## src/rtl/tally_pkg.sv

```systemverilog
package tally_pkg;

    typedef enum logic {
        SRC_EXT = 1'b0,
        SRC_GEN = 1'b1
    } tally_src_e;

    typedef enum logic {
        SNAP_IDLE = 1'b0,
        SNAP_HELD = 1'b1
    } snap_state_e;

endpackage

```

## src/rtl/tally_snap.sv

```systemverilog
module tally_snap
    import tally_pkg::*;
#(
    parameter int CNT_W  = 17,
    parameter int SNAP_W = 16
) (
    input  logic              clk,
    input  logic              rst_n,
    input  logic [CNT_W-1:0]  count_i,
    input  logic              req_i,
    output logic              ack_o,
    output logic [SNAP_W-1:0] data_o
);

    typedef struct packed {
        snap_state_e       state;
        logic [SNAP_W-1:0] data;
    } snap_t;

    snap_t st_d, st_q;

    always_comb begin
        st_d = st_q;
        unique case (st_q.state)
            SNAP_IDLE: if (req_i) begin
                st_d.data  = count_i[SNAP_W-1:0];
                st_d.state = SNAP_HELD;
            end
            SNAP_HELD: if (!req_i) st_d.state = SNAP_IDLE;
            default:   st_d.state = SNAP_IDLE;
        endcase
    end

    always_ff @(posedge clk or negedge rst_n) begin
        if (!rst_n) st_q <= '{state: SNAP_IDLE, data: '0};
        else        st_q <= st_d;
    end

    assign ack_o  = (st_q.state == SNAP_HELD);
    assign data_o = st_q.data;

    assert_ack_needs_req_R7: assert property (@(posedge clk) disable iff (!rst_n)
        $rose(ack_o) |-> $past(req_i));

    assert_load_value_R7: assert property (@(posedge clk) disable iff (!rst_n)
        (req_i && !ack_o) |=> data_o == $past(count_i[SNAP_W-1:0]));

    assert_frozen_R8: assert property (@(posedge clk) disable iff (!rst_n)
        (ack_o && req_i) |=> ack_o && $stable(data_o));

    assert_release_R8: assert property (@(posedge clk) disable iff (!rst_n)
        (ack_o && !req_i) |=> !ack_o);

endmodule

```

## config.mk

```make
export PLATFORM = sky130hd
export DESIGN_NAME = tally_snap
export DESIGN_NICKNAME = d
export VERILOG_FILES = /design/src/rtl/tally_pkg.sv /design/src/rtl/tally_snap.sv
export SDC_FILE = /design/constraint.sdc
export NUM_CORES = 1
export LEC_CHECK = 0
export BUFFER_PORTS_ARGS = -buffer_cell sky130_fd_sc_hd__buf_2
export CORE_MARGIN = 8
export CORE_UTILIZATION = 38
export DETAILED_ROUTE_END_ITERATION = 8
export HOLD_SLACK_MARGIN = 0.1
export PLACE_DENSITY = 0.7
export SYNTH_ARGS = -nofsm -noshare
export SYNTH_HDL_FRONTEND = slang
export SYNTH_SLANG_ARGS = --single-unit
```

## constraint.sdc

```tcl
create_clock -name clk -period 2.3 [get_ports clk]
set_input_delay 0.115 -clock clk [delete_from_list [all_inputs] [get_ports clk]]
set_output_delay 0.115 -clock clk [all_outputs]
set_load 0.01 [all_outputs]
```

=== After elaboration in Yosys (flattened, before gate mapping) ===
Index checks and enable logic that the tools add are counted.

* Flip-flop bits (word level): 17
* Bits in latches: 0
* Memory bits (writable): 0
* Memory bits (read-only): 0
* Input port bits: 20
* Output and inout port bits: 17
* Logic and storage cells: 7
* Memories: 0

* Add/subtract/negate cells: 0
* Multipliers: 0
* Div/mod/pow operators: 0
* $lt $le $gt $ge: 0
* Eq/ne operators: 0
* Shift-type cells: 0
* Mux-type cells: 3
* Bitwise gates (word level): 1
* Reductions and logical operators: 1

{| class="wikitable"
|+ Operators with widths
! kind !! number
|-
| $mux W17 || 1
|-
| $pmux W1 S2 || 1
|-
| $reduce_and A2 Y1 || 1
|-
| $mux W1 || 1
|-
| $not A1 Y1 || 1
|}

=== Logic depth before layout (Yosys ltp) ===
* Depth in word-level cells: 2
* Gate-level depth with buffers: 4
* Mapped depth without buffers: 2

=== Worst setup path before layout ===
No wires, ideal clock.

* Kind: register to register
* Start point: register st_q (netlist bit ack_o)
* End point: register st_q (netlist bit data_o[0])
* Library setup time: 0.125 ns
* Arrival: 1.085 ns
* Data required time: 2.175 ns
* Setup slack: 1.090 ns
* Cell stages (with the launch flop): 5
* Buffers on the path: 2
* Clock period less this slack: 1.210 ns
* Cell sequence: dfrtp_1 nor2b_4 buf_6 buf_12 mux2_4

* Longest elaborated chain between the ends: 2

{| class="wikitable"
|+ Ends and longest elaborated chain
! what !! RTL line !! text
|-
| from (decl) || tally_snap.sv:20 || <nowiki>snap_t st_d, st_q;</nowiki>
|-
| from (signal assigned) || tally_snap.sv:35 || <nowiki>if (!rst_n) st_q <= '{state: SNAP_IDLE, data: '0};</nowiki>
|-
| from (signal assigned) || tally_snap.sv:36 || <nowiki>else st_q <= st_d;</nowiki>
|-
| $not A1 Y1 (no line) || - ||
|-
| $reduce_and A2 Y1 (no line) || - ||
|}

No other way between the ends.
A chain may end at the register's enable or synchronous reset.

=== Worst setup path in the final report ===
* Start point: input req_i
* End point: register st_q (netlist bit data_o[12])

* Longest elaborated chain between the ends: 1

{| class="wikitable"
|+ Ends and longest elaborated chain
! what !! RTL line !! text
|-
| from (decl) || tally_snap.sv:10 || <nowiki>input logic req_i,</nowiki>
|-
| $reduce_and A2 Y1 (no line) || - ||
|}

No other way between the ends.

==> results by group <==
Routing
  – Via density: 4.41
  – DRC: 0
  – Post-route ant nets: 0
  – TritonRoute pass-1 iters: 2
  – Vias: 516
  – DR WL/cell: 15.7 um
  – Total Routed Length: 1840 um
  – Initial DRC count: 5

Synth
  – Synth Area per Inst: 19.1 um^2
  – Post-Synth XOR/XNOR Area: 0%
  – Synth warnings: 0
  – Synth unique cells: 6
  – Largest family of logic cells by synthesized area: multiplexers
  – Seq/Total Area, Yosys: 61.8%
  – Synth Area in Compound Gates: 0%
  – Cells after synthesis: 36
  – Syn nets: 56
  – Synth Area in Simple Gates: 2.00%
  – Post-synthesis cell area: 688 um^2
  – Synth Area in Adders: 0%
  – Number of synthesized register bits: 17
  – Post-synthesis mux area share: 31.6%

Worst setup path
  – FF-to-FF Start: ack_o$_DFF_PN0_
  – Reg2Reg Depth: 2
  – Crit path DAT: 1.64 ns
  – CP Data Required Time: 2.47 ns
  – Crit path max fanout: 16
  – Setup crit start: req_i
  – Critical-path cell list: dlygate4sd3_1, buf_2, nor2b_4, mux2_2
  – CP Capture Type: flop
  – CP startpoint kind: primary input
  – CP Class: in2reg
  – Worst R2R End: data_o[12]$_DFFE_PN0P_
  – CP endpoint: data_o[12]$_DFFE_PN0P_
  – CP peak stage delay: 0.52 ns
  – R2R setup slack: 0.89 ns
  – Critical-path top delay cell: dlygate4sd3_1

Placed design
  – Placed Cells: 94
  – HPWL after DPL: 1120 um
  – # port buffers: 35
  – Final Wtd Congestion: 0.661

STA
  – Rel. slew slack: 61.7%
  – Clock skew: 0.00443 ns
  – Post-route clock period utilization: 63.7%
  – Fmax: 682 MHz
  – Setup violators final: 0
  – Fin. Hold Viols: 0
  – Least-Margin Pin Slew: 0.574 ns
  – Final Slew Violations: 0
  – Setup_tns: 0 ns
  – RSZ-0062 raised after global routing: no
  – Worst hold slack: 0.283 ns
  – Fin crit period: 1.47 ns

Global routing
  – Grt met2 use: 17.8%
  – Pin count of the biggest net entering global routing: 18
  – M3 GR Usage: 7.61%
  – First-pass GRT wire length: 2980 um
  – Vias in the first global route: 605
  – Met1 GRT Util: 11.6%
  – Total GRT Usage: 11.5%
  – Total gr overflow: 0
  – Initial antenna violation count: 0
  – Most Crowded Layer GR: met2

Floorplan
  – Die area: 0.00343 mm^2
  – Die Ht: 58.6 um
  – Initial Utilization: 40.3%
  – Core Region: 0.00171 mm^2
  – Width of the die: 58.6 um
  – Row cnt: 15
  – I/O Pins: 37

Clocking
  – Num CTS Buffers: 3
  – Clk sinks: 17
  – Clk pin slew, worst setup/hold paths: 0.10 ns
  – Clk Latency, worst-skew pair: 0.28 ns
  – CTS tree: yes
  – CTS resizes: 0
  – Clock Tree Buf Depth: 2
  – Root buffer cell: clkbuf_4
  – H-tree levels: 1

Final layout
  – Commonest non-fill, non-tap cell in the layout: buf_2
  – Most frequent cells in the layout: buf_2 (35), dlygate4sd3_1 (18), dfrtp_1 (17)
  – Layout area overhead: 55.8%
  – Share of cells above drive strength 1: 60.4%
  – Finished Layout Cells: 117
  – Nets: 112

Flow run
  – Max Cap Violations: 0

Power
  – Maximum VDD drop: 401 uV
  – PwrDens: 652 mW/mm^2
  – Lkg Pwr: 0.000533 uW

Hold path
  – Hold Crit Class: in2async

Status
  – Status: completed
[routing by layer]
metal	part of all wire, %	vias up
met2	47	28
met1	38	252
met5	0	-
li1	-	236
met3	15	0
met4	0	0
[layout make-up]
cell class | count | area, um^2
fillers | 127 | 636
flip-flops and latches | 17 | 425
repair buffers | 53 | 355
multi-input cells | 17 | 231
well taps | 25 | 31.3
clock buffers | 4 | 26.3
diodes | 1 | 2.50
[kinds of logic (layout without fill, tap and decap cells)]
logic type / after synthesis / in the layout
and+or+nand+nor: 1 / 1
DFF: 17 / 17
other: 0 / 1
buffers and inverters: 2 / 57
muxes: 16 / 16
[worst max-delay path: cells and delay by family]
| family | cells | cell delay [ns] |
|---|---|---|
| and+or+nand+nor | 1 | 0.50 |
| muxes | 1 | 0.39 |
| buffers and inverters | 2 | 0.63 |
[synthesized netlist by cell type]
library cell  number  share of area [%]
dfrtp_1           17                 62
mux2_4            10                 22
mux2_2             6                9.8
buf_12             1                2.9
buf_6              1                1.6
nor2b_4            1                2.0
[timing repair]
action,CTS,global route
hold endpoints to repair,34,0
buffers inserted,0,0
hold buffers,18,0
[per-stage QoR]
| stage | utilization [%] | power (uW) | cell area (um^2) | worst slack [ns] |
|---|---|---|---|---|
| after floorplan | - | 457 | 688 | 1.09 |
| after global placement | 50.5 | 522 | 863 | 0.917 |
| after detailed placement | 50.5 | 525 | 863 | 0.892 |
| after CTS | 62.6 | 710 | 1070 | 0.833 |
| after global routing | 62.6 | 746 | 1070 | 0.792 |
| final | 62.8 | 700 | 1070 | 0.834 |
[state kept, by name (all words and copies together) (netlist names)]
| signal | flops |
|---|---|
| ack_o | 1 |
| data_o | 16 |
[worst min-delay path by stage]
stage	start	endpoint	slack, ns	cells after the start
2_1_floorplan	rst_n	ack_o$_DFF_PN0_	-0.18	0
5_1_grt	rst_n	data_o[2]$_DFFE_PN0P_	0.30	2
4_1_cts	rst_n	data_o[2]$_DFFE_PN0P_	0.28	2
3_5_place_dp	rst_n	data_o[2]$_DFFE_PN0P_	0.06	1
3_3_place_gp	rst_n	data_o[3]$_DFFE_PN0P_	0.05	1
6_report	rst_n	data_o[2]$_DFFE_PN0P_	0.28	2
[where the power goes]
part | switching [uW] | leakage (uW) | internal, uW
combinational | 72.6 | 0.000318 | 109
sequential | 21.3 | 0.000199 | 341
clock | 88.6 | 0.0000150 | 67.3
No activity file was read; power rests on OpenSTA's default activity.
